### src/rtl/brstore_pkg.sv
package brstore_pkg;
    localparam int unsigned INSN_W    = 32;
    localparam int unsigned REGSEL_W  = 5;
    localparam logic [5:0]  PRIMARY_OP = 6'd31;
    localparam logic [9:0]  EXTEND_OP  = 10'd662;

    typedef enum logic [0:0] {
        ST_IDLE = 1'b0,
        ST_BUSY = 1'b1
    } brst_state_e;

    typedef struct packed {
        logic                is_store;
        logic [REGSEL_W-1:0] src_sel;
        logic [REGSEL_W-1:0] base_sel;
        logic [REGSEL_W-1:0] idx_sel;
        logic                base_zero;
    } brst_dec_t;
endpackage

### src/rtl/brst_decode.sv
module brst_decode
    import brstore_pkg::*;
(
    input  logic [INSN_W-1:0] word_i,
    output brst_dec_t         dec_o
);
    always_comb begin
        dec_o.is_store  = (word_i[31:26] == PRIMARY_OP) && (word_i[10:1] == EXTEND_OP);
        dec_o.src_sel   = word_i[25:21];
        dec_o.base_sel  = word_i[20:16];
        dec_o.idx_sel   = word_i[15:11];
        dec_o.base_zero = (word_i[20:16] == '0);
    end
endmodule

### src/rtl/brst_agen.sv
module brst_agen #(
    parameter int unsigned XLEN = 64,
    parameter int unsigned AW   = 32,
    parameter int unsigned DW   = 32
) (
    input  logic            base_zero_i,
    input  logic [XLEN-1:0] base_i,
    input  logic [XLEN-1:0] idx_i,
    input  logic [XLEN-1:0] src_i,
    output logic [AW-1:0]   ea_o,
    output logic [DW-1:0]   data_o
);
    localparam int unsigned NBYTES = DW / 8;

    logic [XLEN-1:0] base_eff;
    logic [XLEN-1:0] sum;

    always_comb begin
        base_eff = base_zero_i ? '0 : base_i;
        sum      = base_eff + idx_i;
        ea_o     = sum[AW-1:0];
    end

    for (genvar b = 0; b < NBYTES; b++) begin : g_swap
        assign data_o[DW-1-8*b -: 8] = src_i[8*b +: 8];
    end
endmodule

### src/rtl/brstore_unit.sv
module brstore_unit
    import brstore_pkg::*;
#(
    parameter int unsigned XLEN        = 64,
    parameter int unsigned AW          = 32,
    parameter int unsigned DW          = 32,
    parameter int unsigned GRANULE_LG  = 5,
    parameter logic [63:0] RESET_PC    = 64'h100
) (
    input  logic                clk,
    input  logic                rst_n,
    input  logic                insn_valid,
    input  logic [INSN_W-1:0]   insn_word,
    output logic                busy,
    output logic                done,
    output logic                illegal,
    output logic [XLEN-1:0]     pc,
    output logic [REGSEL_W-1:0] rf_src_addr,
    output logic [REGSEL_W-1:0] rf_base_addr,
    output logic                rf_base_re,
    output logic [REGSEL_W-1:0] rf_idx_addr,
    input  logic [XLEN-1:0]     rf_src_data,
    input  logic [XLEN-1:0]     rf_base_data,
    input  logic [XLEN-1:0]     rf_idx_data,
    output logic                mem_we,
    output logic [AW-1:0]       mem_addr,
    output logic [DW-1:0]       mem_wdata,
    output logic [DW/8-1:0]     mem_be,
    input  logic                mem_ready,
    input  logic                resv_en,
    input  logic                resv_set,
    input  logic [AW-1:0]       resv_addr,
    output logic                resv_valid
);
    localparam int unsigned TAG_W = AW - GRANULE_LG;

    typedef struct packed {
        brst_state_e      st;
        logic [AW-1:0]    ea;
        logic [DW-1:0]    wdata;
        logic             we;
        logic             done;
        logic             ill;
        logic [XLEN-1:0]  pc;
        logic             rv;
        logic [TAG_W-1:0] rtag;
    } brst_regs_t;

    brst_regs_t q, d;
    brst_dec_t  dec;
    logic [AW-1:0] ea_c;
    logic [DW-1:0] data_c;
    logic          accept;

    brst_decode u_dec (
        .word_i (insn_word),
        .dec_o  (dec)
    );

    brst_agen #(.XLEN(XLEN), .AW(AW), .DW(DW)) u_agen (
        .base_zero_i (dec.base_zero),
        .base_i      (rf_base_data),
        .idx_i       (rf_idx_data),
        .src_i       (rf_src_data),
        .ea_o        (ea_c),
        .data_o      (data_c)
    );

    assign accept = insn_valid && (q.st == ST_IDLE);

    always_comb begin
        d      = q;
        d.we   = 1'b0;
        d.done = 1'b0;
        d.ill  = 1'b0;
        case (q.st)
            ST_IDLE: begin
                if (accept) begin
                    if (dec.is_store) begin
                        d.ea    = ea_c;
                        d.wdata = data_c;
                        d.we    = 1'b1;
                        d.st    = ST_BUSY;
                        if (resv_en && q.rv && (ea_c[AW-1:GRANULE_LG] == q.rtag))
                            d.rv = 1'b0;
                    end else begin
                        d.ill = 1'b1;
                    end
                end
            end
            default: begin
                if (mem_ready) begin
                    d.st   = ST_IDLE;
                    d.done = 1'b1;
                    d.pc   = q.pc + XLEN'(4);
                end
            end
        endcase
        if (resv_set) begin
            d.rv   = 1'b1;
            d.rtag = resv_addr[AW-1:GRANULE_LG];
        end
    end

    always_ff @(posedge clk) begin
        if (!rst_n) begin
            q.st    <= ST_IDLE;
            q.ea    <= '0;
            q.wdata <= '0;
            q.we    <= 1'b0;
            q.done  <= 1'b0;
            q.ill   <= 1'b0;
            q.pc    <= RESET_PC[XLEN-1:0];
            q.rv    <= 1'b0;
            q.rtag  <= '0;
        end else begin
            q <= d;
        end
    end

    assign busy         = (q.st == ST_BUSY);
    assign done         = q.done;
    assign illegal      = q.ill;
    assign pc           = q.pc;
    assign rf_src_addr  = dec.src_sel;
    assign rf_base_addr = dec.base_sel;
    assign rf_idx_addr  = dec.idx_sel;
    assign rf_base_re   = insn_valid && dec.is_store && !dec.base_zero;
    assign mem_we       = q.we;
    assign mem_addr     = q.ea;
    assign mem_wdata    = q.wdata;
    assign mem_be       = '1;
    assign resv_valid   = q.rv;

    assert_base_re_R2: assert property (@(posedge clk) disable iff (!rst_n)
        (insn_word[20:16] == 5'd0) |-> !rf_base_re);

    assert_we_single_R6: assert property (@(posedge clk) disable iff (!rst_n)
        mem_we |=> !mem_we);

    assert_done_after_ready_R6: assert property (@(posedge clk) disable iff (!rst_n)
        $rose(done) |-> ($past(mem_ready) && $past(busy)));

    assert_pc_step_R7: assert property (@(posedge clk) disable iff (!rst_n)
        done |-> (pc == $past(pc) + XLEN'(4)));

    assert_pc_hold_R7: assert property (@(posedge clk) disable iff (!rst_n)
        !done |-> $stable(pc));

    assert_swap_R5: assert property (@(posedge clk) disable iff (!rst_n)
        $rose(mem_we) |-> (mem_wdata[31:24] == $past(rf_src_data[7:0]) &&
                           mem_wdata[7:0]   == $past(rf_src_data[31:24])));

    assert_illegal_quiet_R9: assert property (@(posedge clk) disable iff (!rst_n)
        illegal |-> (!mem_we && !busy));

    assert_resv_clear_R8: assert property (@(posedge clk) disable iff (!rst_n)
        ($rose(mem_we) && $past(resv_en && resv_valid && !resv_set) &&
         $past(resv_valid) && (mem_addr[AW-1:GRANULE_LG] == $past(q.rtag)))
        |-> !resv_valid);

    assert_busy_ignores_R10: assert property (@(posedge clk) disable iff (!rst_n)
        (busy && !mem_ready) |=> (busy && !illegal && !mem_we));
endmodule

### config.mk
export PLATFORM = sky130hd
export DESIGN_NAME = brstore_unit
export DESIGN_NICKNAME = d
export VERILOG_FILES = /design/src/rtl/brstore_pkg.sv /design/src/rtl/brst_decode.sv /design/src/rtl/brst_agen.sv /design/src/rtl/brstore_unit.sv
export SDC_FILE = /design/constraint.sdc
export NUM_CORES = 1
export LEC_CHECK = 0
export ABC_AREA = 1
export BUFFER_PORTS_ARGS = -buffer_cell sky130_fd_sc_hd__buf_4
export CAP_MARGIN = 20
export CORE_AREA = 2 2 159 161
export DETAILED_ROUTE_END_ITERATION = 16
export DIE_AREA = 0 0 161 163
export PLACE_DENSITY_LB_ADDON = 0.3
export RECOVER_POWER = 100
export SETUP_SLACK_MARGIN = 0.05
export SLEW_MARGIN = 15
export SYNTH_ARGS = -nofsm -noshare
export SYNTH_HDL_FRONTEND = slang
export SYNTH_SLANG_ARGS = --single-unit
### constraint.sdc
create_clock -name clk -period 3.16 [get_ports clk]
set_input_delay 0.632 -clock clk [delete_from_list [all_inputs] [get_ports clk]]
set_output_delay 0.632 -clock clk [all_outputs]
set_load 0.02 [all_outputs]
* Yosys cells after proc, flatten, opt, wreduce, memory -nomap -nowiden
Index checks and enable logic that the tools add are counted.
** Cells by class
- Add/subtract/negate cells :: 2
- Eq/ne operators :: 4
- Mux-type cells :: 12
- Bitwise logic cells :: 3
- Reduce and logical (&&, ||, !) cells :: 16
** Operators by type and width (number)
- 2-to-1 mux 66 bit :: 2
- adder 64 x 3 -> 64 bit, second input constant :: 1
- adder 32 bit :: 1
- 2-to-1 mux 32 bit :: 1
- 2-to-1 mux 28 bit :: 1
- == test 27 bit :: 1
- == test 10 bit, second input constant :: 1
- 2-to-1 mux 1 bit :: 8
- == test 6 x 5 -> 1 bit, second input constant :: 1
- logical AND 1 bit :: 6
- nonzero test 2 bit :: 3
- zero test 5 bit :: 1
- AND reduction 2 bit :: 2
- AND reduction 4 bit :: 1
- NOT 1 bit :: 3
- AND reduction 3 bit :: 1
- OR reduction 3 bit :: 1
- inequality test 2 bit, second input constant :: 1
- zero test 1 bit :: 1
** Word-level totals
- Register bits :: 160
- Input port bits :: 262
- Output and inout bits :: 153
- Word-level logic and storage cells :: 46

* Depth between registers and ports, before layout
Gate-level depths: netlist of run 1.
- Depth after elaboration :: 10
- Gate-level depth with buffers :: 27
- Mapped depth without buffers :: 26

* Cells and area by module
A second synthesis of run 1 with hierarchy kept.
** Second synthesis, totals
- Cell total of the unflattened synthesis :: 1871
- Area total of the unflattened synthesis :: 11462.2 µm²
** By module, submodules not included
- brstore_unit :: times used 1, cells each 1238, area each 8438.1 µm², sequential area each 3163.0 µm²
- brst_agen :: times used 1, cells each 593, area each 2817.7 µm², sequential area each 0.0 µm²
- brst_decode :: times used 1, cells each 40, area each 206.4 µm², sequential area each 0.0 µm²

* Worst setup path before layout of run 1
Ideal clock, no wire load.
- Kind :: in2reg
- Start point :: in insn_word[18]
- End point :: reg q, in the netlist resv_valid
- Setup time :: 0.132 ns
- Arrival time :: 3.002 ns
- Data required time :: 3.028 ns
- Setup slack :: 0.025 ns
- Cell stages on the path :: 26
- Buffers on the path :: 1
- Cells stage by stage :: nor3_1 -> nand2_1 -> clkbuf_1 -> nand2_1 -> inv_1 -> ha_1 -> inv_1 -> fa_1 -> inv_1 -> nand2_1 -> a21oi_1 -> nand2_1 -> nand3_1 -> nand2_1 -> nand2_1 -> nand2_1 -> nand3_1 -> nand2_1 -> inv_1 -> nand2_1 -> nor2_1 -> nand2_1 -> nor2_1 -> nand2_1 -> nand2_1 -> a21oi_1
** Between the ends
- Word-level cells in the longest chain between the ends :: 7
** Ends and longest elaborated chain
- start: declaration :: RTL line brstore_unit.sv:13 : input logic [INSN_W-1:0] insn_word,
- zero test 5 bit :: RTL line brst_decode.sv:12 : dec_o.base_zero = (word_i[20:16] == '0);
- 2-to-1 mux 32 bit :: RTL line brst_agen.sv:19 : base_eff = base_zero_i ? '0 : base_i;
- adder 32 bit :: RTL line brst_agen.sv:20 : sum = base_eff + idx_i;
- == test 27 bit :: RTL line brstore_unit.sv:84 : if (resv_en && q.rv && (ea_c[AW-1:GRANULE_LG] == q.rtag))
- logical AND 1 bit :: RTL line brstore_unit.sv:84
- nonzero test 2 bit (no line)
- AND reduction 4 bit (no line)
- end: declaration :: RTL line brstore_unit.sv:49 : brst_regs_t q, d;
Every way passes these cells.
A chain may end at the register's enable or synchronous reset.

* Worst setup path after layout of run 1
- Start point :: in insn_word[16]
- End point :: reg q, in the netlist resv_valid
Same word-level chain as after synthesis.

==> flow_summary.json, run 1 <==
{
  "worst_slew_pin_slew_ns": 1.934,
  "grt_start_max_net_pins": 67,
  "die_height_um": 163,
  "hold_ws_ns": 0.4267,
  "synthArstFlopShare": 0,
  "gp_routability_congestion": 0.9514,
  "cts-buffers-inserted": 17,
  "critical_path.startpoint": "insn_word[16]",
  "crit-reg2reg-capture": "pc[56]",
  "critical_path_most_common_cell": "nand2_1",
  "core.rowCount": 58,
  "max-vdd-ir-drop_v": 0.0002970,
  "fp.coreArea_um2": 24670,
  "number_of_enable_type_register_cells_in_the_synthesized_netlist": 0,
  "timing.reg2reg.setup_slack_ns": 0.34,
  "power_density_nw_per_um2": 383.5,
  "maxCapViolCount": 2,
  "finalCriticalPeriod_ns": 2.985,
  "worst-r2r-cell-count": 12,
  "rr_startpoint": "pc[3]",
  "postSynthRegisterBits": 158,
  "clock-sinks": 158,
  "post_cts_hold_buffer_count": 0,
  "cts.clk_slew.worst_paths_ns": 0.08,
  "synthToLayoutAreaGrowth_pct": 29.64,
  "start_util": 0.4521,
  "setup.worst_path.start_class": "input port",
  "drtIter0Drc": 705,
  "fin_worst_skew_ns": 0.01161,
  "grt_util_all_layers": 0.2612,
  "via_per_inst": 4.912,
  "cts_tree": "done",
  "outcome": "finished with violations",
  "first_global_vias": 10940,
  "grt_first_pass_wirelength_mm": 54.55,
  "antenna_found_initial": 3,
  "avgSynthCellArea_um2": 6.263,
  "critical_path_depth": 23,
  "antenna_violating_nets_post_route": 0,
  "rsz0062_at_grt": "yes",
  "wl_per_cell_um": 15.11,
  "post-place-cells": 2352,
  "ys_dominant_reg_cell": "dfxtp_1",
  "pre_antenna_drt_iters": 5,
  "crit_path_cell_trace": "buf_8 > nor3_4 > nand2_4 > clkbuf_16 > nand2_1 > inv_1 > ha_4 > nand2_2 > nand2_1 > nand2_1 > nand3_2 > buf_4 > or2_2 > nand3_1 > nand3_1 > nor2_1 > nand2_1 > nor2_2 > nand3_2 > nor2_1 > nand2_1 > nand2_1 > a21oi_2",
  "hold_viol_final": 0,
  "drt_drc_violations_left": 0,
  "fin_nets": 2345,
  "cp_slowest_cell": "or2_2",
  "die_area_um2": 26240,
  "clock_tree.root_cell": "clkbuf_16",
  "power_leakage_uw": 0.006838,
  "timing.final.crit_share": 0.9447,
  "worst-endpoint-arrival_ns": 3.28,
  "data_required_time_at_the_worst_endpoint_ns": 3.46,
  "port_buffers": 286,
  "vias": 11770,
  "timing.critical_path.slowest_cell_delay_ns": 0.28,
  "chip_width_um": 161,
  "clk_latency_ns": 0.43,
  "timing.critical_path.fanout_max": 7,
  "maximum_root_to_sink_buffer_count": 2,
  "synth_seq_area_share": 0.2836,
  "overflow": 0,
  "cp.buffers_inverters": 4,
  "finalNonFillerCells": 2395,
  "routed_wl_mm": 36.19,
  "io_pins": 415,
  "ctsHtreeMaxLevel": 4,
  "path_class": "in -> reg",
  "mappedNetlistArea_um2": 11150,
  "ratio_of_cells_with_drive_above_1_in_the_final_layout": 0.2477,
  "path_delay_family": "simple AND/OR/NAND/NOR gates",
  "maxClockFrequency_ghz": 0.3350,
  "synth_cells": 1781,
  "critPathCapture": "resv_valid",
  "netlist-cell-type-count": 50,
  "timing.hold.worst.class": "in -> reg",
  "dp_hpwl_mm": 28.05,
  "number_of_pins_exceeding_their_max_slew_limit_in_the_final_report": 85,
  "ys_warn_count": 0,
  "final-setup-viol-count": 0,
  "worstSetupEndpointType": "flip-flop",
  "slew_headroom": -0.2891,
  "violations": "capacitance limit, slew limit"
}
-- cells in the mapped netlist, types with 2 or more instances --
cell type,n,area share
nor3_1,44,0.020
nor3_4,2,0.0029
nand3_1,109,0.049
a21oi_1,86,0.039
nor3_2,4,0.0036
o211ai_1,13,0.0087
xor2_1,24,0.019
inv_2,6,0.0020
nand3_2,6,0.0054
a31oi_1,3,0.0017
a211oi_1,4,0.0027
buf_2,2,0.00090
clkbuf_1,32,0.011
inv_1,295,0.099
nand3b_1,2,0.0013
buf_1,4,0.0013
nor4_1,11,0.0062
ha_1,32,0.036
o21ai_1,3,0.0013
nand2_2,3,0.0017
dfxtp_1,158,0.28
nor4_4,2,0.0038
nand2_4,3,0.0030
o21ai_0,102,0.046
buf_4,147,0.099
nor2_1,218,0.073
nand4_1,21,0.012
and2_1,3,0.0017
nor2_2,6,0.0034
nand2_1,406,0.14
xnor2_1,6,0.0047
conb_1,2,0.00067
nor2_4,5,0.0050
-- worst min path at each step --
| stage | from | end | slack, ns | cells after the start |
|---|---|---|---|---|
| global placement | q[18] | q[18] | 0.46 | 2 |
| global route | rf_src_data[3] | mem_wdata[27] | 0.45 | 3 |
| detailed placement | q[26] | q[26] | 0.46 | 2 |
| finish | resv_addr[15] | q[10] | 0.43 | 3 |
| floorplan | q[1] | q[1] | 0.44 | 2 |
| CTS | resv_addr[15] | q[10] | 0.41 | 3 |
-- kinds of logic (layout without fill, tap and decap cells) --
group	Yosys count	count (layout)	synth area share
other	2	8	0.0006733
XOR/XNOR	31	31	0.02557
AND/OR/NAND/NOR	851	851	0.3344
flip-flops	158	158	0.2836
AO/OA/AOI/OAI	218	218	0.1041
buffers and inverters	488	766	0.2140
adder cells (fa/ha/maj)	33	33	0.03769
-- registers in the layout, indices dropped and copies added (netlist names) --
register	flops
pc	62
illegal	1
mem_wdata	32
q	27
mem_we	1
busy	1
done	1
mem_addr	32
resv_valid	1
-- layer usage --
| layer | share of wire | global-route usage | vias to the layer above |
|---|---|---|---|
| met5 | 0.00028 | 0 | - |
| met4 | 0.041 | 0.1246 | 2 |
| met3 | 0.062 | 0.04864 | 84 |
| met2 | 0.47 | 0.4522 | 387 |
| met1 | 0.43 | 0.3131 | 5316 |
| li1 | - | - | 5976 |
-- tightest hold or removal path: stages --
cell    delay (ns)
buf_4         0.08
nor2_1        0.03
nor2_1        0.08
-- repair_timing --
| action | in CTS | in global routing |
|---|---|---|
| pin swaps | 0 | 34 |
| gates cloned | 0 | 3 |
| endpoints found under the setup margin | 1 | 5 |
| buffers inserted | 0 | 6 |
| resized for setup | 3 | 199 |
-- where the power goes --
part	internal (uW)	leakage, uW	switching (uW)	total [uW]
clock network	1120	0.000285	958	2080
logic	674	0.00527	764	1440
registers	2020	0.00128	14.0	2030
total	3810	0.00684	1740	5550
-- layout by cell type, fill, tap and decap left out, types with 15 or more instances in the layout --
cell | Yosys | final
dfxtp_1 | 158 | 158
ha_4 | 0 | 24
nor3_1 | 44 | 43
a21oi_1 | 86 | 69
a21oi_2 | 0 | 15
xor2_1 | 24 | 24
clkbuf_1 | 32 | 142
o21ai_0 | 102 | 101
buf_4 | 147 | 277
nand3_1 | 109 | 94
clkbuf_16 | 0 | 19
nand2_1 | 406 | 354
nor2_2 | 6 | 26
nand2_2 | 3 | 47
nor2_4 | 5 | 15
nand3_2 | 6 | 19
nand4_1 | 21 | 21
inv_1 | 295 | 291
nor2_1 | 218 | 188
-- final cells by class --
cell class | count | area, um2
antenna | 2 | 5.005
clock buffer | 18 | 429.2
clock inverter | 14 | 150.1
fill | 2455 | 10210
inverter | 303 | 1141
multi-input combinational | 1139 | 6377
sequential | 158 | 3163
tap | 330 | 412.9
timing repair buffer | 431 | 2781
-- metrics by stage --
step / area, um2 / utilization / power (uW) / worst slack, ns / TNS (ns)
6_report: 14460 / 0.5861 / 5546 / 0.1749 / 0
3_3_place_gp: 13550 / 0.5492 / 3265 / -0.4585 / -2.193
4_1_cts: 14140 / 0.5732 / 5364 / 0.06276 / 0
3_5_place_dp: 13550 / 0.5492 / 3286 / -0.4586 / -2.493
5_1_grt: 14460 / 0.5861 / 5818 / -0.004835 / -0.004835
2_1_floorplan: 11170 / - / 2714 / 0.1238 / 0
No activity file was read; power rests on OpenSTA's default activity.
==> inputs of run 2 (changes only) <==
--- a/config.mk
+++ b/config.mk
@@ -5,12 +5,11 @@
 export SDC_FILE = /design/constraint.sdc
 export NUM_CORES = 1
 export LEC_CHECK = 0
-export ABC_AREA = 1
 export BUFFER_PORTS_ARGS = -buffer_cell sky130_fd_sc_hd__buf_4
 export CAP_MARGIN = 20
-export CORE_AREA = 2 2 159 161
+export CORE_AREA = 2 2 160 162
 export DETAILED_ROUTE_END_ITERATION = 16
-export DIE_AREA = 0 0 161 163
+export DIE_AREA = 0 0 162 164
 export PLACE_DENSITY_LB_ADDON = 0.3
 export RECOVER_POWER = 100
 export SETUP_SLACK_MARGIN = 0.05
==> flow_summary.json, run 2 <==
{
  "setup_ws_ns": -0.6267,
  "max-vdd-ir-drop_v": 0.0003571,
  "first_global_vias": 8963,
  "grt_start_max_net_pins": 86,
  "ratio_of_cells_with_drive_above_1_in_the_final_layout": 0.2888,
  "power_density_nw_per_um2": 423.3,
  "postSynthRegisterBits": 158,
  "insertedDiodeCount": 0,
  "most_common_cell_after_layout_fill_and_taps_aside": "buf_4",
  "grt_util_all_layers": 0.2175,
  "placed_cell_area_um2": 13120,
  "finalNonFillerCells": 1857,
  "fin_area_um2": 13560,
  "commonest_non_fill_non_tap_cells_in_the_layout": "310 x buf_4, 163 x nand2_1, 158 x dfxtp_1",
  "final-setup-viol-count": 8,
  "avgSynthCellArea_um2": 8.383,
  "number_of_pins_exceeding_their_max_slew_limit_in_the_final_report": 0,
  "crit-reg2reg-capture": "pc[60]",
  "core.rowCount": 58,
  "vias": 9202,
  "clk_latency_ns": 0.43,
  "drtIter0Drc": 516,
  "ys_dominant_reg_cell": "dfxtp_1",
  "start_util": 0.4182,
  "via_per_inst": 4.955,
  "synth_common_cells": "165 x nand2_1, 158 x dfxtp_1, 150 x buf_4, 102 x and2_1, 70 x xnor2_1",
  "io_pins": 415,
  "power_leakage_uw": 0.005525,
  "fin_worst_skew_ns": 0.01630,
  "synth_seq_area_share": 0.3048,
  "maximum_root_to_sink_buffer_count": 2,
  "number_of_enable_type_register_cells_in_the_synthesized_netlist": 0,
  "maxClockFrequency_ghz": 0.2641,
  "cp_slowest_cell": "or4_1",
  "yosysMostFrequentCell": "nand2_1",
  "violations": "setup timing",
  "chip_width_um": 162,
  "worst_slew_pin_slew_ns": 1.181,
  "timing.critical_path.fanout_max": 29,
  "largest_reg_flops": 62,
  "regMostFlops": "pc",
  "clock_tree.root_cell": "clkbuf_16",
  "drt_drc_violations_left": 0,
  "outcome": "finished with violations",
  "synth_cells": 1238,
  "netlist-cell-type-count": 77,
  "cts_tree": "done",
  "slew_headroom": 0.2126,
  "synthArstFlopShare": 0,
  "critical_path.startpoint": "insn_word[19]",
  "timing.hold.worst.class": "reg -> reg",
  "rsz0062_at_grt": "yes",
  "totalNegativeSetupSlack_ns": -2.243,
  "antenna_found_initial": 0,
  "fp.coreArea_um2": 24820,
  "synthToLayoutAreaGrowth_pct": 30.63,
  "worst-endpoint-arrival_ns": 4.10,
  "crit_path_cell_trace": "buf_4 > nor3_4 > nand2_2 > buf_12 > and2_4 > ha_4 > inv_2 > fa_2 > nand2b_4 > a21o_1 > a211oi_2 > nor2_1 > xnor2_1 > xor2_1 > or4_1 > or4_1 > nor4_2 > nor2_1",
  "mappedNetlistArea_um2": 10380,
  "post_cts_hold_buffer_count": 0,
  "timing.critical_path.slowest_cell_delay_ns": 0.53,
  "data_required_time_at_the_worst_endpoint_ns": 3.47,
  "pre_antenna_drt_iters": 5,
  "worstSetupEndpointType": "flip-flop",
  "timing.reg2reg.setup_slack_ns": 0.17,
  "die_height_um": 164,
  "wl_per_cell_um": 16.05,
  "cts-buffers-inserted": 17,
  "die_area_um2": 26570,
  "pre_cts_worst_setup_slack_ns": -1.122,
  "critPathCapture": "resv_valid",
  "antenna_violating_nets_post_route": 0,
  "rr_startpoint": "busy",
  "gp_routability_congestion": 0.9278,
  "routed_wl_mm": 29.81,
  "ctsHtreeMaxLevel": 4,
  "path_class": "in -> reg",
  "setup.worst_path.start_class": "input port",
  "layout.filler_cells": 2385,
  "finalCriticalPeriod_ns": 3.787,
  "cts.clk_slew.worst_paths_ns": 0.07,
  "synth.largest_area_cell": "dfxtp_1",
  "post-place-cells": 1816,
  "hold_viol_final": 0,
  "fin_nets": 1809,
  "worst-r2r-cell-count": 10,
  "synth_largest_type_area_fraction": 0.3048,
  "yosys-top-cells-area": "dfxtp_1 30%, buf_4 11%, and2_1 6.1%",
  "dp_hpwl_mm": 22.78,
  "ys_warn_count": 0,
  "timing.final.crit_share": 1.198,
  "clock-sinks": 158,
  "port_buffers": 286,
  "overflow": 0,
  "grt_first_pass_wirelength_mm": 45.74,
  "maxCapViolCount": 0
}
[run 2: critical path, delay by kind of cell]
kind / cells / cell delay (ns)
AOI/OAI and AO/OA: 2 / 0.49
xor gates and xnor gates: 2 / 0.35
and+or+nand+nor: 9 / 1.78
adders and majority gates: 2 / 0.51
buffers and inverters: 3 / 0.31
[run 2: worst min path at each step]
stage                       start      endpoint  slack (ns)  cells past startpoint
floorplan            mem_addr[29]  mem_addr[29]        0.43                      2
global placement     mem_addr[29]  mem_addr[29]        0.44                      2
detailed placement   mem_wdata[2]  mem_wdata[2]        0.45                      2
CTS                 resv_addr[12]          q[7]        0.44                      3
global route        resv_addr[25]         q[20]        0.45                      3
finish               mem_addr[27]  mem_addr[27]        0.46                      2
[run 2: kinds of logic after synthesis]
family,after synthesis,synth area share
compound gates,231,0.1539
xor+xnor,100,0.09849
fa+ha+maj,33,0.04051
buf+inv,221,0.1376
flops,158,0.3048
mux,32,0.03086
other cells,2,0.0007236
simple gates,461,0.2332
[run 2: routing by layer]
| layer | wire length [um] | up-vias | global-route usage |
|---|---|---|---|
| met5 | 0 | - | 0 |
| met4 | 764 | 0 | 0.08568 |
| met3 | 1572 | 54 | 0.03763 |
| met2 | 14340 | 284 | 0.3797 |
| met1 | 13140 | 4243 | 0.2668 |
| li1 | - | 4621 | - |
[run 2: power breakdown]
group	switching (uW)	internal (uW)
clock network	1020	1230
logic	660	796
registers	20.7	2010
total	1700	4040
[run 2: cell type report]
cell class                 count  area (um2)  share of cell area
timing repair buffer         459        2970              0.2191
clock inverter                15       212.7             0.01569
inverter                      15       56.30            0.004153
tap                          330       412.9             0.03045
clock buffer                  17       425.4             0.03138
multi-input combinational    863        6317              0.4659
sequential                   158        3163              0.2333
[run 2: repair_timing]
| action | 4_1_cts | 5_1_grt |
|---|---|---|
| pin swaps | 6 | 13 |
| resized for setup | 25 | 24 |
| setup endpoints to repair | 11 | 17 |
| setup buffers | 3 | 6 |
| gates cloned | 0 | 0 |
[run 2: through the flow]
| stage | total power, uW | util | hold WS [ns] |
|---|---|---|---|
| final | 5739 | 0.5463 | 0.4553 |
| after global routing | 5971 | 0.5463 | 0.4485 |
| after detailed placement | 3418 | 0.5288 | 0.4544 |
| after floorplan | 2830 | - | 0.4311 |
| after global placement | 3404 | 0.5288 | 0.4412 |
| after CTS | 5745 | 0.5617 | 0.4401 |
==> inputs of run 3 (changes only) <==
--- a/config.mk
+++ b/config.mk
@@ -7,9 +7,9 @@
 export LEC_CHECK = 0
 export BUFFER_PORTS_ARGS = -buffer_cell sky130_fd_sc_hd__buf_4
 export CAP_MARGIN = 20
-export CORE_AREA = 2 2 160 162
+export CORE_ASPECT_RATIO = 2
+export CORE_UTILIZATION = 40
 export DETAILED_ROUTE_END_ITERATION = 16
-export DIE_AREA = 0 0 162 164
 export PLACE_DENSITY_LB_ADDON = 0.3
 export RECOVER_POWER = 100
 export SETUP_SLACK_MARGIN = 0.05
==> flow_summary.json, run 3 (synthesized netlist as in run 2, its figures left out) <==
{
  "cts.clk_slew.worst_paths_ns": 0.07,
  "cts-buffers-inserted": 17,
  "first_global_vias": 9514,
  "final-setup-viol-count": 10,
  "critical_path.startpoint": "insn_word[18]",
  "drtIter0Drc": 339,
  "path_class": "in -> reg",
  "pre_cts_worst_setup_slack_ns": -1.266,
  "wl_per_cell_um": 17.32,
  "io_pins": 415,
  "routed_wl_mm": 32.32,
  "dp_hpwl_mm": 25.63,
  "critPathCapture": "resv_valid",
  "power_leakage_uw": 0.005480,
  "placed_cell_area_um2": 13160,
  "synthToLayoutAreaGrowth_pct": 29.64,
  "timing.hold.worst.class": "in -> reg",
  "violations": "setup timing",
  "outcome": "finished with violations",
  "data_required_time_at_the_worst_endpoint_ns": 3.50,
  "grt_util_all_layers": 0.2439,
  "cts_tree": "done",
  "via_per_inst": 5.005,
  "sw_frac_of_total": 0.2812,
  "comb_power_share": 0.255,
  "rsz0062_at_grt": "yes",
  "fin_nets": 1807,
  "die_height_um": 229.8,
  "core.rowCount": 83,
  "most_common_cell_after_layout_fill_and_taps_aside": "buf_4",
  "overflow": 0,
  "power_density_nw_per_um2": 417.5,
  "design_power_total_uw": 5618,
  "timing.critical_path.fanout_max": 27,
  "clock-sinks": 158,
  "fin_worst_skew_ns": 0.008276,
  "regMostFlops": "pc",
  "slew_headroom": 0.2560,
  "antenna_violating_nets_post_route": 0,
  "cell_internal_pwr_uw": 4038,
  "hold_viol_final": 0,
  "maxCapViolCount": 0,
  "power.share.sequential": 0.362,
  "fin_area_um2": 13460,
  "fp.coreArea_um2": 25550,
  "grt_first_pass_wirelength_mm": 48.74,
  "pre_antenna_drt_iters": 4,
  "clock_tree.root_cell": "clkbuf_16",
  "largest_reg_flops": 62,
  "postLayoutCoreUtil": 0.5267,
  "clk_latency_ns": 0.44,
  "ctsHtreeMaxLevel": 4,
  "commonest_non_fill_non_tap_cells_in_the_layout": "303 x buf_4, 163 x nand2_1, 158 x dfxtp_1",
  "chip_width_um": 115.9,
  "gp_routability_congestion": 0.9600,
  "worst-endpoint-arrival_ns": 4.26,
  "worstSetupEndpointType": "flip-flop",
  "max-vdd-ir-drop_v": 0.0002760,
  "antenna_found_initial": 0,
  "worst-r2r-cell-count": 10,
  "timing.reg2reg.setup_slack_ns": 0.20,
  "power.share.clock": 0.382,
  "timing.final.crit_share": 1.242,
  "rr_startpoint": "busy",
  "finalCriticalPeriod_ns": 3.926,
  "ratio_of_cells_with_drive_above_1_in_the_final_layout": 0.2833,
  "setup.worst_path.start_class": "input port",
  "maxClockFrequency_ghz": 0.2547,
  "setup_ws_ns": -0.7662,
  "port_buffers": 286,
  "worst_slew_pin_slew_ns": 1.116,
  "hold_ws_ns": 0.4392,
  "maximum_root_to_sink_buffer_count": 2,
  "vias": 9339,
  "die_area_um2": 26630,
  "start_util": 0.4063,
  "total_switching_power_uw": 1579,
  "number_of_pins_exceeding_their_max_slew_limit_in_the_final_report": 0,
  "crit-reg2reg-capture": "pc[63]",
  "grt_start_max_net_pins": 78,
  "drt_drc_violations_left": 0
}
run 3: changes by cell type in the layout (fill, tap and decap cells not counted), sizes merged:
cell,change
clkinv,+2
inv,-5
clkbuf,+10
diode,+1
buf,-9
bufinv,+1
clkinvlp,-1
run 3: layer usage:
metal	part of all wire	track usage	vias to the layer above
li1	-	-	4608
met1	0.35	0.2242	4373
met2	0.56	0.4736	285
met3	0.046	0.04507	73
met4	0.049	0.1494	0
met5	0	0	-
run 3: final cells by class:
type | instances | area [um2]
Tap cell | 340 | 425.4
Clock inverter | 12 | 160.2
Sequential cell | 158 | 3163
Antenna cell | 1 | 2.502
Inverter | 15 | 56.30
Timing Repair Buffer | 457 | 2912
Clock buffer | 20 | 436.7
Multi-Input combinational cell | 863 | 6300
Fill cell | 2610 | 12090
run 3: power by group through the flow:
stage	combinational [uW]	clock, uW	sequential [uW]
6_report	1430	2150	2040
4_1_cts	1390	2210	2040
5_1_grt	1540	2280	2040
3_5_place_dp	1350	0	2080
3_3_place_gp	1350	0	2080
2_1_floorplan	759	0	2070
run 3: stage by stage:
stage	instances	TNS, ns
4_1_cts	1865	-1.970
5_1_grt	1865	-3.786
3_5_place_dp	1831	-10.36
2_1_floorplan	1242	-1.551
6_report	1866	-2.125
3_3_place_gp	1831	-9.583
run 3: timing repair:
item | 4_1_cts | 5_1_grt
hold buffers | 0 | 0
resized for setup | 19 | 32
setup buffers | 2 | 0
pin swaps | 6 | 8
endpoints found under the setup margin | 13 | 21
run 3: critical path: stages:
cell and delay, ns:
buf_6 0.10, nor3_4 0.18, nand2_2 0.08, buf_12 0.16, and2_1 0.17, ha_1 0.31
a21o_1 0.21, a31oi_2 0.36, o32ai_1 0.15, a2111oi_0 0.46, nand4_1 0.21, nor4_2 0.27
nand4_1 0.18, or4_4 0.58, nor4_2 0.14, nor2_1 0.05
run 3: worst min-delay path by stage:
stage,to,cells after the start,from
2_1_floorplan,mem_addr[29],2,mem_addr[29]
3_3_place_gp,mem_addr[29],2,mem_addr[29]
3_5_place_dp,mem_addr[29],2,mem_addr[29]
4_1_cts,q[5],3,resv_addr[10]
5_1_grt,mem_wdata[22],3,rf_src_data[14]
6_report,q[5],3,resv_addr[10]
